## src/rtl/xbp_pkg.sv

```systemverilog
package xbp_pkg;
    localparam int DEF_ADDR_W    = 32;
    localparam int DEF_ENTRIES   = 256;
    localparam int DEF_PRED_W    = 2;
    localparam int DEF_IDX_FIRST = 12;
    localparam int DEF_CNT_W     = 16;

    typedef enum logic [1:0] {
        VR_NONE = 2'd0,
        VR_GOOD = 2'd1,
        VR_BAD  = 2'd2
    } verdict_e;
endpackage

```

## src/rtl/xbp_index_sel.sv

```systemverilog
module xbp_index_sel #(
    parameter int ADDR_W    = xbp_pkg::DEF_ADDR_W,
    parameter int IDX_W     = 8,
    parameter int IDX_FIRST = xbp_pkg::DEF_IDX_FIRST
) (
    input  logic              base_used,
    input  logic [ADDR_W-1:0] base_value,
    input  logic              index_used,
    input  logic [ADDR_W-1:0] index_value,
    output logic [IDX_W-1:0]  idx
);
    localparam int HI = ADDR_W - 1 - IDX_FIRST;

    always_comb begin
        if (base_used)       idx = base_value[HI -: IDX_W];
        else if (index_used) idx = index_value[HI -: IDX_W];
        else                 idx = '0;
    end
endmodule

```

## src/rtl/xbp_table.sv

```systemverilog
module xbp_table #(
    parameter int ENTRIES = xbp_pkg::DEF_ENTRIES,
    parameter int PRED_W  = xbp_pkg::DEF_PRED_W,
    parameter int IDX_W   = $clog2(ENTRIES)
) (
    input  logic              clk,
    input  logic              rst,
    input  logic [IDX_W-1:0]  rd_idx,
    output logic [PRED_W-1:0] rd_bits,
    input  logic              wr_en,
    input  logic [IDX_W-1:0]  wr_idx,
    input  logic [PRED_W-1:0] wr_bits
);
    logic [PRED_W-1:0] mem [ENTRIES];

    always_ff @(posedge clk) begin
        if (rst) begin
            for (int i = 0; i < ENTRIES; i++) mem[i] <= '0;
        end else if (wr_en) begin
            mem[wr_idx] <= wr_bits;
        end
    end

    always_comb begin
        if (wr_en && (wr_idx == rd_idx)) rd_bits = wr_bits;
        else                             rd_bits = mem[rd_idx];
    end

    p_write_lands_r6: assert property (@(posedge clk) disable iff (rst)
        wr_en |=> mem[$past(wr_idx)] == $past(wr_bits));
endmodule

```

## src/rtl/xbp_verify.sv

```systemverilog
module xbp_verify #(
    parameter int PRED_W = xbp_pkg::DEF_PRED_W
) (
    input  logic              ca_valid,
    input  logic [PRED_W-1:0] ca_pred,
    input  logic              tlb_valid,
    input  logic [PRED_W-1:0] tlb_bits,
    input  logic              hit_raw,
    output logic              hit_out,
    output xbp_pkg::verdict_e verdict
);
    import xbp_pkg::*;

    logic checking;
    assign checking = ca_valid && tlb_valid;

    always_comb begin
        if (!checking)                 verdict = VR_NONE;
        else if (ca_pred == tlb_bits)  verdict = VR_GOOD;
        else                           verdict = VR_BAD;
    end

    assign hit_out = (verdict == VR_GOOD) && hit_raw;
endmodule

```

## src/rtl/xbp_stats.sv

```systemverilog
module xbp_stats #(
    parameter int CNT_W = xbp_pkg::DEF_CNT_W
) (
    input  logic              clk,
    input  logic              rst,
    input  xbp_pkg::verdict_e verdict,
    output logic [CNT_W-1:0]  good_count,
    output logic [CNT_W-1:0]  bad_count
);
    import xbp_pkg::*;

    always_ff @(posedge clk) begin
        if (rst) begin
            good_count <= '0;
            bad_count  <= '0;
        end else begin
            if (verdict == VR_GOOD && good_count != '1) good_count <= good_count + 1'b1;
            if (verdict == VR_BAD  && bad_count  != '1) bad_count  <= bad_count + 1'b1;
        end
    end

    p_counts_monotonic_r10: assert property (@(posedge clk) disable iff (rst)
        ##1 (good_count >= $past(good_count)) && (bad_count >= $past(bad_count)));
endmodule

```

## src/rtl/xlat_bit_predictor.sv

```systemverilog
module xlat_bit_predictor #(
    parameter int ADDR_W    = xbp_pkg::DEF_ADDR_W,
    parameter int ENTRIES   = xbp_pkg::DEF_ENTRIES,
    parameter int PRED_W    = xbp_pkg::DEF_PRED_W,
    parameter int IDX_FIRST = xbp_pkg::DEF_IDX_FIRST,
    parameter int CNT_W     = xbp_pkg::DEF_CNT_W,
    localparam int IDX_W    = $clog2(ENTRIES)
) (
    input  logic              clk,
    input  logic              rst,
    input  logic              req_valid,
    input  logic              base_used,
    input  logic [ADDR_W-1:0] base_value,
    input  logic              index_used,
    input  logic [ADDR_W-1:0] index_value,
    input  logic              tlb_valid,
    input  logic [PRED_W-1:0] tlb_bits,
    input  logic              hit_raw,
    output logic              ca_valid,
    output logic [PRED_W-1:0] ca_pred,
    output logic [IDX_W-1:0]  ca_index,
    output logic              hit_out,
    output logic              mispredict,
    output logic              recyc_valid,
    output logic [PRED_W-1:0] recyc_bits,
    output logic [IDX_W-1:0]  recyc_index,
    output logic [CNT_W-1:0]  good_count,
    output logic [CNT_W-1:0]  bad_count
);
    import xbp_pkg::*;

    logic [IDX_W-1:0]  aa_idx;
    logic [PRED_W-1:0] aa_bits;
    verdict_e          verdict;

    xbp_index_sel #(.ADDR_W(ADDR_W), .IDX_W(IDX_W), .IDX_FIRST(IDX_FIRST)) sel_i (
        .base_used(base_used), .base_value(base_value),
        .index_used(index_used), .index_value(index_value), .idx(aa_idx));

    xbp_table #(.ENTRIES(ENTRIES), .PRED_W(PRED_W), .IDX_W(IDX_W)) tbl_i (
        .clk(clk), .rst(rst), .rd_idx(aa_idx), .rd_bits(aa_bits),
        .wr_en(mispredict), .wr_idx(ca_index), .wr_bits(tlb_bits));

    // address-add -> cache-access stage
    always_ff @(posedge clk) begin
        if (rst) begin
            ca_valid <= 1'b0;
            ca_pred  <= '0;
            ca_index <= '0;
        end else begin
            ca_valid <= req_valid;
            ca_pred  <= aa_bits;
            ca_index <= aa_idx;
        end
    end

    xbp_verify #(.PRED_W(PRED_W)) ver_i (
        .ca_valid(ca_valid), .ca_pred(ca_pred), .tlb_valid(tlb_valid),
        .tlb_bits(tlb_bits), .hit_raw(hit_raw), .hit_out(hit_out), .verdict(verdict));

    assign mispredict = (verdict == VR_BAD);

    always_ff @(posedge clk) begin
        if (rst) begin
            recyc_valid <= 1'b0;
            recyc_bits  <= '0;
            recyc_index <= '0;
        end else begin
            recyc_valid <= mispredict;
            recyc_bits  <= tlb_bits;
            recyc_index <= ca_index;
        end
    end

    xbp_stats #(.CNT_W(CNT_W)) stats_i (
        .clk(clk), .rst(rst), .verdict(verdict),
        .good_count(good_count), .bad_count(bad_count));

    p_stage_follows_req_r4: assert property (@(posedge clk) disable iff (rst)
        req_valid |=> ca_valid);

    p_recycle_after_miss_r7: assert property (@(posedge clk) disable iff (rst)
        mispredict |=> recyc_valid && recyc_bits == $past(tlb_bits)
                       && recyc_index == $past(ca_index));

    p_no_hit_on_miss_r5: assert property (@(posedge clk) disable iff (rst)
        !(hit_out && mispredict));

    p_quiet_without_tlb_r11: assert property (@(posedge clk) disable iff (rst)
        !tlb_valid |=> !recyc_valid);
endmodule

```

## config.mk

```make
export PLATFORM = sky130hd
export DESIGN_NAME = xlat_bit_predictor
export DESIGN_NICKNAME = d
export VERILOG_FILES = /design/src/rtl/xbp_pkg.sv /design/src/rtl/xbp_index_sel.sv /design/src/rtl/xbp_table.sv /design/src/rtl/xbp_verify.sv /design/src/rtl/xbp_stats.sv /design/src/rtl/xlat_bit_predictor.sv
export SDC_FILE = /design/constraint.sdc
export NUM_CORES = 1
export LEC_CHECK = 0
export BUFFER_PORTS_ARGS = -buffer_cell sky130_fd_sc_hd__buf_2
export CAP_MARGIN = 5
export CORE_ASPECT_RATIO = 1.75
export CORE_MARGIN = 2
export CORE_UTILIZATION = 40
export CTS_CLUSTER_SIZE = 10
export DETAILED_ROUTE_END_ITERATION = 10
export GPL_TIMING_DRIVEN = 1
export PLACE_DENSITY = 0.62
export RECOVER_POWER = 50
export SLEW_MARGIN = 20
export SYNTH_ARGS = -nofsm -noshare
export SYNTH_HDL_FRONTEND = slang
export SYNTH_SLANG_ARGS = --single-unit
```

## constraint.sdc

```tcl
create_clock -name clk -period 3.1 [get_ports clk]
set_input_delay 0.62 -clock clk [delete_from_list [all_inputs] [get_ports clk]]
set_output_delay 0.62 -clock clk [all_outputs]
set_load 0.1 [all_outputs]
```

Word level (Yosys, flattened, before mapping)
Memory sizes are Yosys's and may differ from the RTL's. A register that Yosys moved wholly into a read port is not among the register bits. Index checks and enable logic that the tools add are counted.

Register bits after elaboration: 52. Memory bits (writable): 512. Bits of input ports: 73. Word-level logic and storage cells: 32. Memories kept: 1.

Memories: tbl_i.mem (words 256, bits a word 2, rd ports 1, clocked after memory_dff 1, wr ports 256, line xbp_table.sv:14) `logic [PRED_W-1:0] mem [ENTRIES];`.

Add/sub/neg operators: 2. Equal/unequal tests: 5. Mux-type cells: 12. Reduce and logical (&&, ||, !) cells: 5.

Operators by type and width (number): $add A16 B1 Y16 const B (2); $ne A16 B16 Y1 const B (2); $mux W8 (3); $mux W1 (6); $mux W2 (3); $logic_and A1 B1 Y1 (4); $eq A2 B1 Y1 const B (1); $eq A2 B2 Y1 (1); $eq A2 B2 Y1 const B (1); $reduce_or A2 Y1 (1).

Depth between registers and ports, before layout
Word-level depth: 9. Depth in mapped cells: 13.

By module
Synthesis repeated with hierarchy kept, for this count alone.

Cell total of the unflattened synthesis: 2207. Area total of the unflattened synthesis: 27644.0 sq um.

By module, submodules not included: xbp_table (times used 1, cells each 1942, area an instance 25132.9 sq um, sequential area each 15374.7 sq um); xbp_stats (times used 1, cells each 197, area an instance 1752.9 sq um, sequential area each 640.6 sq um); xlat_bit_predictor (times used 1, cells each 47, area an instance 609.3 sq um, sequential area each 440.4 sq um); xbp_index_sel (times used 1, cells each 14, area an instance 102.6 sq um, sequential area each 0.0 sq um); xbp_verify (times used 1, cells each 7, area an instance 46.3 sq um, sequential area each 0.0 sq um).

Least setup slack after synthesis
OpenSTA, ideal clock, no wires.

Path kind: reg2reg. Start: register ca_pred[0], read port of tbl_i.mem. End: memory tbl_i.mem[224][0] (netlist bit), enable pin. Setup time: 296 ps. Arrival: 2975 ps. Data required time: 2804 ps. Setup slack: -172 ps. Cell stages (with the launch flop): 9. Buffers on the path: 3. Cells stage by stage: dfxtp_1 xnor2_1 a21oi_1 nand2b_1 clkbuf_1 buf_1 nor3_1 clkbuf_1 a21o_1.

RTL lines: from (decl) (line xlat_bit_predictor.sv:20) `output logic [PRED_W-1:0] ca_pred,`; to (decl) (line xbp_table.sv:14).

Worst setup path after layout
Start: input port index_used. End: register ca_pred[0], read port of tbl_i.mem.

Word-level cells in the longest chain between the ends: 2.

Ends and longest elaborated chain: from (decl) (line xlat_bit_predictor.sv:14) `input logic index_used,`; $mux W8 (line xbp_index_sel.sv:16) `else if (index_used) idx = index_value[HI -: IDX_W];`; $mux W8 (line xbp_index_sel.sv:15) `if (base_used) idx = base_value[HI -: IDX_W];`.

Every way passes these cells. A chain may end at the register's enable or synchronous reset.

==> flow_metrics.env <==
export IMPL_tritoncts="built"
export IMPL_holdPathStages=2
export IMPL_ff_latch_area_mm2=0.0165
export IMPL_vias=22500
export IMPL_yosysTopAreaCellShare=0.557
export IMPL_fmax_ghz=0.331
export IMPL_die_w_um=203
export IMPL_grt_ovfl_total=0
export IMPL_post_cts_buffers=0
export IMPL_drv_slew=55
export IMPL_grt_antenna_before_repair=1
export IMPL_wire_per_inst_um=27.7
export IMPL_coreArea_mm2=0.0685
export IMPL_yosysUniqueCellTypes=73
export IMPL_grt_start_max_net_pins=183
export IMPL_die_area_mm2=0.0713
export IMPL_synth_area_mm2=0.0276
export IMPL_row_count=127
export IMPL_start_kind="input port"
export IMPL_yosysTopAreaCell="edfxtp_1"
export IMPL_syn_nets=2632
export IMPL_io_pins=129
export IMPL_slew_headroom=-0.763
export IMPL_finalSetupViolations=0
export IMPL_clock_latency_ps=600
export IMPL_final_cell_mix="nor2_1, edfxtp_1, nand2_1"
export IMPL_reg2reg_depth=7
export IMPL_end_kind="register"
export IMPL_grt_pass1_vias=23100
export IMPL_cts_root_buffer="clkbuf_16"
export IMPL_cap_violations=1
export IMPL_synthFlopType="edfxtp_1"
export IMPL_setup_worst_path_class="input port to register"
export IMPL_drcViolationCount=0
export IMPL_path_clk_slew_ps=60
export IMPL_htreeDepth=3
export IMPL_ys_async_sr_fraction=0
export IMPL_setup_tns_final_ps=0
export IMPL_drive_gt1_frac=0.163
export IMPL_placed_cells=3593
export IMPL_final_common_cell="nor2_1"
export IMPL_rsz0062_at_grt="false"
export IMPL_synth_area_leaders="edfxtp_1, nor2_1, a21o_1"
export IMPL_n_fill_cell=6201
export IMPL_antenna_cells=0
export IMPL_yosysSeqAreaShare=0.596
export IMPL_syn_to_final_growth_pct=17.3
export IMPL_vias_per_cell=6.10
export IMPL_first_pass_iters=6
export IMPL_clk_path_buf_depth=3
export IMPL_ys_warn_count=0
export IMPL_syn_avg_cell_area_um2=10.8
export IMPL_ys_ff_latch=566
export IMPL_min_period_ps=3030
export IMPL_critPathArrivalTime_ps=3470
export IMPL_layout_nets=2833
export IMPL_wl_mm=102
export IMPL_fin_crit_sh=0.976
export IMPL_grt_pass1_wl_mm=147
export IMPL_final_util=0.473
export IMPL_cts_made_buffers=66
export IMPL_vdd_drop_max_v=0.000306
export IMPL_worstPathRequired_ps=3540
export IMPL_hold_viol_final=0
export IMPL_die_y_um=352
export IMPL_violations="max-capacitance violations, max-slew violations"
export IMPL_synthCells=2557
export IMPL_worstMarginPinSlew_ps=2640
export IMPL_gp_congestion=0.969
export IMPL_power_density_mw_per_mm2=550
export IMPL_hpwl_mm=69.9
export IMPL_synth_edf_count=512
export IMPL_skew_ps=21.7
export IMPL_track_usage=0.284
export IMPL_stdcell_count=3681
export IMPL_multi_input_area_mm2=0.0102
export IMPL_drtIter0Drc=2442
export IMPL_ant_nets=0
export IMPL_status="finished with violations"
export IMPL_portBuffers=80
export IMPL_p_leak_nw=12.4
export IMPL_start_util=0.403
export IMPL_worst_path_max_fanout=16
export IMPL_cts_sinks=566
export IMPL_hold_class="input port to register"
-- cells by family after synthesis --
| group | synth area share |
|---|---|
| mux | 0.0503 |
| xor+xnor | 0.0117 |
| flops | 0.596 |
| simple gates | 0.168 |
| compound gates | 0.134 |
| fa+ha+maj | 0.000906 |
| buf+inv | 0.0398 |
-- registers in the layout, summed over array words and instances, names as in the netlist --
name and count:
ca_index 8, ca_pred 2, ca_valid 1, recyc_bits 2, recyc_index 8, recyc_valid 1
stats_i.bad_count 16, stats_i.good_count 16, tbl_i.mem 512
-- critical path, cell delays in order --
cell	delay [ps]
buf_2	150
buf_4	160
nand3b_2	190
nand2_8	200
buf_12	200
buf_4	200
mux2i_1	260
a32oi_1	120
nand3_1	110
nand4_1	110
o21ai_0	560
nor4bb_1	390
buf_4	170
a2111oi_4	40
-- repair_timing --
action,CTS,global route
endpoints found under the setup margin,0,1
hold buffers,0,0
gates resized for setup,0,1
-- synth_stat cells, types with 4 or more instances --
cell / n
a211oi_1: 32
a21o_1: 243
a21oi_1: 60
a221oi_1: 7
a22oi_1: 17
a311oi_1: 13
a31o_2: 13
a31oi_1: 19
a32oi_1: 10
and2_1: 13
and3_1: 34
buf_1: 8
buf_12: 5
buf_2: 31
buf_4: 5
buf_6: 6
clkbuf_1: 171
dfxtp_1: 54
edfxtp_1: 512
inv_1: 5
mux2i_1: 63
mux4_1: 4
mux4_2: 29
nand2_1: 290
nand2b_1: 14
nand3_1: 62
nand4_1: 20
nor2_1: 607
nor2b_1: 13
nor3_1: 28
nor4_1: 10
o21a_1: 6
o21ai_0: 30
o21ai_1: 5
o221ai_1: 4
o22ai_1: 15
o32ai_1: 8
xnor2_1: 14
xor2_1: 23
-- per-stage QoR --
stage / hold WS, ps / power [mW] / cell area [um2] / setup slack [ps]
6_report: 254 / 17.8 / 32400 / 74.6
5_1_grt: 252 / 18.2 / 32400 / 30.1
4_1_cts: 234 / 17.8 / 32800 / 216
3_5_place_dp: 522 / 10.9 / 31000 / -408
3_3_place_gp: 509 / 10.8 / 31000 / -426
2_1_floorplan: 748 / 9.95 / 27600 / 156
-- layer usage --
metal | share of wire | track usage | up-vias | wire (um)
li1 | - | - | 9549 | -
met5 | 0.00013 | 0 | - | 13
met4 | 0.11 | 0.262 | 2 | 11100
met2 | 0.49 | 0.493 | 1356 | 50500
met1 | 0.31 | 0.288 | 11100 | 31800
met3 | 0.084 | 0.0529 | 485 | 8580
-- cell type report --
class | instances | share of cell area
Sequential cell | 566 | 0.508
Multi-Input combinational cell | 1756 | 0.313
Timing Repair Buffer | 362 | 0.0866
Clock buffer | 86 | 0.0559
Tap cell | 903 | 0.0349
Inverter | 6 | 0.000695
Clock inverter | 2 | 0.000656
-- power by group --
part           leakage [nW]  internal, mW  switching [mW]  total [mW]
sequential             5.68          8.55           0.120        8.67
clock                 0.892          4.04            3.00        7.04
combinational          5.87         0.772            1.33        2.10
total                  12.4          13.4            4.45        17.8
-- path summary, 6_finish.rpt --
kind              slack [ps]                                from                                  to
setup reg to reg         180               ca_pred[0]$_SDFF_PP0_     tbl_i.mem[126][1]$_SDFFCE_PN0P_
setup / recovery          70                          index_used               ca_pred[0]$_SDFF_PP0_
hold / removal           250                           req_valid                 ca_valid$_SDFF_PP0_
hold reg to reg          540  stats_i.good_count[5]$_SDFFE_PP0P_  stats_i.good_count[5]$_SDFFE_PP0P_
(Power assumes the default switching activity.)
